==> src/rtl/vcap_csr.sv <==
module vcap_csr #(
  parameter int NSTAT = 6,
  parameter int CODE_W = 4
) (
  input  logic              clk,
  input  logic              rst_n,
  input  logic              wr_en,
  input  logic [31:0]       wr_data,
  output logic [31:0]       rd_data,
  input  logic              ev_field,
  input  logic              field_num,
  input  logic              ev_vsync,
  input  logic              ev_hsync,
  input  logic              ev_vstart,
  input  logic              ev_dma_end,
  input  logic              ev_error,
  input  logic [CODE_W-1:0] err_code,
  output logic              capture_rst,
  output logic              dma_en,
  output logic              dither_en,
  output logic              round_en,
  output logic              rgba_mode,
  output logic              irq
);

  localparam int CODE_LSB = 4;
  localparam int EN_LSB   = 8;
  localparam int NEN      = NSTAT + 1;
  localparam int ST_LSB   = 16;
  localparam int ERR_IDX  = NSTAT - 1;
  localparam int B_DMA    = 27;
  localparam int B_FLD    = 28;
  localparam int B_DITH   = 29;
  localparam int B_RND    = 30;
  localparam int B_M32    = 31;
  localparam logic [CODE_W-1:0] ECC1 = CODE_W'(4'hA);
  localparam logic [CODE_W-1:0] ECC2 = CODE_W'(4'hB);

  logic              srst_q;
  logic [CODE_W-1:0] code_q;
  logic [NEN-1:0]    en_q;
  logic [NSTAT-1:0]  stat_q;
  logic              dma_q, fld_q, dith_q, rnd_q, m32_q, irq_q;

  logic [NSTAT-1:0]  evt, clr, stat_nxt;
  logic              srst_wr, ecc_code, irq_nxt;

  assign evt      = {ev_error, ev_dma_end, ev_vstart, ev_hsync, ev_vsync, ev_field};
  assign srst_wr  = wr_en & wr_data[0];
  assign clr      = wr_en ? wr_data[ST_LSB +: NSTAT] : '0;
  assign stat_nxt = (stat_q & ~clr) | evt;
  assign ecc_code = (code_q == ECC1) || (code_q == ECC2);
  assign irq_nxt  = !srst_q && ((|(stat_q & en_q[NSTAT-1:0])) ||
                                (stat_q[ERR_IDX] && en_q[NEN-1] && ecc_code));

  always_ff @(posedge clk or negedge rst_n) begin
    if (!rst_n) begin
      srst_q <= 1'b0;
      code_q <= '0;
      en_q   <= '0;
      stat_q <= '0;
      dma_q  <= 1'b0;
      fld_q  <= 1'b0;
      dith_q <= 1'b0;
      rnd_q  <= 1'b0;
      m32_q  <= 1'b0;
      irq_q  <= 1'b0;
    end else if (srst_wr) begin
      srst_q <= 1'b1;
      code_q <= '0;
      en_q   <= '0;
      stat_q <= '0;
      dma_q  <= 1'b0;
      fld_q  <= 1'b0;
      dith_q <= 1'b0;
      rnd_q  <= 1'b0;
      m32_q  <= 1'b0;
      irq_q  <= 1'b0;
    end else begin
      irq_q <= irq_nxt;
      if (wr_en) begin
        srst_q <= 1'b0;
        en_q   <= wr_data[EN_LSB +: NEN];
        dma_q  <= wr_data[B_DMA];
        dith_q <= wr_data[B_DITH];
        rnd_q  <= wr_data[B_RND];
        m32_q  <= wr_data[B_M32];
      end
      if (!srst_q) begin
        stat_q <= stat_nxt;
        if (ev_error)
          code_q <= err_code;
        else if (clr[ERR_IDX])
          code_q <= '0;
        if (ev_field)
          fld_q <= field_num;
      end
    end
  end

  always_comb begin
    rd_data                      = '0;
    rd_data[0]                   = srst_q;
    rd_data[CODE_LSB +: CODE_W]  = code_q;
    rd_data[EN_LSB +: NEN]       = en_q;
    rd_data[ST_LSB +: NSTAT]     = stat_q;
    rd_data[B_DMA]               = dma_q;
    rd_data[B_FLD]               = fld_q;
    rd_data[B_DITH]              = dith_q;
    rd_data[B_RND]               = rnd_q;
    rd_data[B_M32]               = m32_q;
  end

  assign capture_rst = srst_q;
  assign dma_en      = dma_q;
  assign dither_en   = dith_q;
  assign round_en    = rnd_q;
  assign rgba_mode   = m32_q;
  assign irq         = irq_q;

  p_soft_clear_r1: assert property (@(posedge clk) disable iff (!rst_n)
    (wr_en && wr_data[0]) |=> (rd_data == 32'h1 && !irq));

  p_ev_sets_r3: assert property (@(posedge clk) disable iff (!rst_n)
    (!srst_q && !srst_wr && ev_vsync) |=> rd_data[17]);

  p_w1c_r4: assert property (@(posedge clk) disable iff (!rst_n)
    (!srst_q && wr_en && !wr_data[0] && wr_data[18] && !ev_hsync) |=> !rd_data[18]);

  p_event_wins_r5: assert property (@(posedge clk) disable iff (!rst_n)
    (!srst_q && wr_en && !wr_data[0] && wr_data[20] && ev_dma_end) |=> rd_data[20]);

  p_code_needs_flag_r6: assert property (@(posedge clk) disable iff (!rst_n)
    (rd_data[7:4] != 4'h0) |-> rd_data[21]);

  p_field_hold_r7: assert property (@(posedge clk) disable iff (!rst_n)
    (!ev_field && !srst_wr) |=> $stable(rd_data[B_FLD]));

  p_irq_follow_r8: assert property (@(posedge clk) disable iff (!rst_n)
    (rd_data[20] && rd_data[12] && !rd_data[0] && !srst_wr) |=> irq);

endmodule

==> config.mk <==
export PLATFORM = sky130hd
export DESIGN_NAME = vcap_csr
export DESIGN_NICKNAME = d
export VERILOG_FILES = /design/src/rtl/vcap_csr.sv
export SDC_FILE = /design/constraint.sdc
export NUM_CORES = 1
export LEC_CHECK = 0
export BUFFER_PORTS_ARGS = -buffer_cell sky130_fd_sc_hd__buf_2
export CAP_MARGIN = 20
export CELL_PAD_IN_SITES_DETAIL_PLACEMENT = 0
export CELL_PAD_IN_SITES_GLOBAL_PLACEMENT = 2
export CORE_ASPECT_RATIO = 1.5
export CORE_UTILIZATION = 21
export DETAILED_ROUTE_END_ITERATION = 8
export GPL_TIMING_DRIVEN = 0
export PLACE_DENSITY = 0.75
export SLEW_MARGIN = 20
export SYNTH_ARGS = -nofsm -noshare
export SYNTH_HDL_FRONTEND = slang
export SYNTH_SLANG_ARGS = --single-unit
export TNS_END_PERCENT = 1
==> constraint.sdc <==
create_clock -name clk -period 1.29 [get_ports clk]
set_input_delay 0.258 -clock clk [delete_from_list [all_inputs] [get_ports clk]]
set_output_delay 0.258 -clock clk [all_outputs]
set_load 0.02 [all_outputs]
==> parameters.txt <==
Parameter                              Value

Die
  Chip width ... 64.4 microns
  I/O pin total ... 84
  Die area ... about 0.006 sq mm
  Area of the placeable core ... 0.00553 sq mm
  Die Y-Extent ... 95.6 microns
  Count of standard-cell rows ... 33
  Initial core utilization ... 0.222

Synthesis
  FF+latch count, synth ... 24
  Synth Area in Adders ... 0
  Main combinational cell family by area after synthesis ... compound AO/OA/AOI/OAI gates
  Xor/xnor share of the synthesized area ... 0
  Fraction of post-synthesis cell area in the top cell type by area ... 0.490
  Number of instances in the synthesized netlist ... between 100 and 150
  Count of distinct cell types in the synthesized netlist ... 25
  Syn_area_per_cell ... around 9.2 sq um
  Cell area after synthesis ... 0.00123 sq mm
  Share of synthesized area occupied by flip-flops and latches ... 0.490
  Top area cells in the synthesized netlist ... sky130_fd_sc_hd__dfrtp_1 (49%), sky130_fd_sc_hd__buf_4 (9.2%), sky130_fd_sc_hd__inv_1 (6.1%)
  Post-Synth Simple-Gate Area ... 0.0939
  Compound-cell area share of the yosys netlist ... 0.216
  Largest area contributor in the netlist ... sky130_fd_sc_hd__dfrtp_1
  Yosys synthesis warning count ... 0
  Fraction of synthesized area in multiplexers ... 0.00816

Final layout
  Layout area overhead ... 41.0%
  Share of post-route cells with drive strength above 1 ... 0.413
  Antenna Diode Count ... 0
  Number of nets in the finished design ... approximately 250

Clocking
  TritonCTS sink count ... 24
  Maximum level of the CTS H-tree ... 1
  Clock transition at the registers of the reported paths ... approximately 100 ps
  TritonCTS clock tree ... yes
  CTS Buf Count ... 3
  Clock tree root buffer cell ... sky130_fd_sc_hd__clkbuf_8
  Worst-skew pair later-pin latency ... approximately 270 ps
  Number of buffers on the longest clock path ... 2

Setup path
  Worst setup startpoint ... rgba_mode$_DFFE_PN0P_
  Termination of the worst setup path ... rd_data[31]
  Data required time at the worst endpoint ... about 1000 ps
  Crit Reg-Reg Startpoint ... capture_rst$_DFFE_PN0P_
  Critical path fanouts, max ... 3
  R2R cell count ... 4
  CP arrival ... 950 ps
  Crit Path Class ... reg -> out
  Critical path endpoint category ... output pin
  Reg2reg end ... code_q[2]$_DFFE_PN0P_
  Crit path launch type ... flip-flop
  Reg2reg setup slack ... 130 ps

Placement
  Global placer's final weighted congestion ... approximately 0.7
  Worst slack at placement ... around 98 ps
  Estimated wirelength of the detail-placed design ... 2630 microns
  Number of buffers added on ports ... 60

STA
  Skew final ... between 8 and 9 ps
  Worst hold slack ... about 180 ps
  Ratio of final minimum period to clock period ... 0.935
  Peak Freq ... ~830 MHz
  Number of setup violations in the final report ... 0
  Slew at the pin with the worst max-slew slack ... between 500 and 600 ps
  Final Max Tran Viols ... 0
  Time the worst path needs with I/O delays and setup ... approximately 1200 ps
  Max-Slew Margin vs Limit ... 0.620
  Final hold vios ... 0
  Worst Slack Setup Final ... 84.4 ps
  Setup repair after global routing missed its margin ... no
  Total negative setup slack ... 0 ps

Global routing
  First-pass GRT wire length ... roughly 5200 microns
  Pin count of the biggest net entering global routing ... 25
  Via count of the first global-routing pass ... roughly 1100
  Global route total overflow ... 0
  Total global-route track usage ... 0.112
  Initial antenna violation count ... 0

Drt
  Initial DRT Pass Iterations ... 4
  Via count ... ~1100
  Residual DRC ... 0
  Post-Route WL ... 3330 microns
  Post-detailed-route wirelength per cell ... around 12 microns
  Initial drt markers ... 36
  Average via count per standard cell ... 4.04
  Post-detailed-route count of antenna-violating nets ... 0

Hold path
  Type of the most critical hold path ... in -> reg

Power and ir drop
  Highest ir drop seen on vdd ... between 0.3 and 0.4 mV
  Leakage ... 0.952 nW
  Cell Pwr Density ... approximately 1200 mW/mm^2

Run status
  Outcome ... complete, no violations

Flow run
  MaxCap Viol Count ... 0
[synthesized netlist by cell type]
cell / instances
sky130_fd_sc_hd__and2b_1: 1
sky130_fd_sc_hd__o31ai_1: 4
sky130_fd_sc_hd__buf_2: 2
sky130_fd_sc_hd__a222oi_1: 1
sky130_fd_sc_hd__buf_6: 3
sky130_fd_sc_hd__mux2i_1: 1
sky130_fd_sc_hd__conb_1: 1
sky130_fd_sc_hd__a2111o_1: 3
sky130_fd_sc_hd__o21a_1: 2
sky130_fd_sc_hd__nand2_1: 13
sky130_fd_sc_hd__a31oi_1: 1
sky130_fd_sc_hd__o21ai_1: 1
sky130_fd_sc_hd__a22oi_1: 1
sky130_fd_sc_hd__nor2b_1: 1
sky130_fd_sc_hd__o21ai_0: 13
sky130_fd_sc_hd__nor3b_1: 1
sky130_fd_sc_hd__dfrtp_1: 24
sky130_fd_sc_hd__nor2_1: 6
sky130_fd_sc_hd__nand4_1: 1
sky130_fd_sc_hd__inv_1: 20
sky130_fd_sc_hd__and4b_1: 1
sky130_fd_sc_hd__a21o_1: 5
sky130_fd_sc_hd__buf_4: 15
sky130_fd_sc_hd__nand2b_1: 1
sky130_fd_sc_hd__a21oi_1: 11
[through the flow]
| stage | total power, mW | cells | cell area (sq um) | utilization |
|---|---|---|---|---|
| after floorplan | 1.22 | 141 | 1260 | - |
| after global placement | 1.43 | 271 | 1640 | 0.297 |
| after detailed placement | 1.44 | 271 | 1640 | 0.297 |
| after CTS | 2.12 | 276 | 1730 | 0.313 |
| after global routing | 2.22 | 276 | 1730 | 0.313 |
| final | 2.09 | 276 | 1730 | 0.313 |
[power breakdown]
part           switching, mW  internal (mW)
Combinational          0.310          0.213
Sequential            0.0612          0.829
Clock                  0.264          0.415
[critical path: stages (launching register included)]
cell	delay (ps)
sky130_fd_sc_hd__dfrtp_1	400
sky130_fd_sc_hd__buf_4	130
sky130_fd_sc_hd__buf_2	150
[layout by cell type, fill, tap and decap left out, drive strengths merged]
cell          n
buf          80
dfrtp        24
inv          20
o21ai        14
nand2        13
a21oi        11
conb          9
nor2          6
a21o          5
o31ai         4
a2111o        3
clkbuf        3
o21a          2
and4b         1
a22oi         1
a222oi        1
a31oi         1
nor2b         1
nand4         1
and2b         1
nor3b         1
nand2b        1
mux2i         1
bufinv        1
dlygate4sd3   1
[cells by family after synthesis]
logic type | after synthesis
buffers and inverters | 40
multiplexers | 1
AO/OA/AOI/OAI | 42
flip-flops | 24
other | 1
AND/OR/NAND/NOR | 25
[registers in the layout, indices dropped and copies added (netlist names)]
signal,cells
capture_rst,1
code_q,4
dither_en,1
dma_en,1
en_q,7
fld_q,1
irq,1
rgba_mode,1
round_en,1
stat_q,6
[layout make-up]
class / count / area [sq um]
repair buffers: 62 / 320
inverters: 20 / 75.1
plain buffers: 19 / 149
flip-flops and latches: 24 / 602
multi-input cells: 77 / 424
fillers: 635 / 3800
clock inverters: 1 / 30.0
clock buffers: 3 / 41.3
well taps: 70 / 87.6
[repair_timing]
item / CTS / global route
setup buffers: 1 / 0
hold endpoints to repair: 24 / 0
hold buffers: 1 / 0
resized for setup: 2 / 0
endpoints found under the setup margin: 1 / 0
[layer usage]
layer / global-route usage / vias to the layer above / share of wire
li1: - / 563 / -
met1: 0.131 / 505 / 0.41
met2: 0.203 / 45 / 0.52
met3: 0.0108 / 2 / 0.057
met4: 0.0556 / 0 / 0.012
met5: 0 / - / 0
[how the worst min path moves through the flow]
stage	start	endpoint	slack, ps	cells past startpoint
2_1_floorplan	rst_n	capture_rst$_DFFE_PN0P_	-40	0
3_3_place_gp	rst_n	code_q[0]$_DFFE_PN0P_	290	1
3_5_place_dp	rst_n	code_q[0]$_DFFE_PN0P_	290	1
4_1_cts	wr_data[11]	en_q[3]$_DFFE_PN0P_	180	3
5_1_grt	wr_data[27]	dma_en$_DFFE_PN0P_	180	3
6_report	wr_data[11]	en_q[3]$_DFFE_PN0P_	180	3
Power figures use the tool's default switching activity.
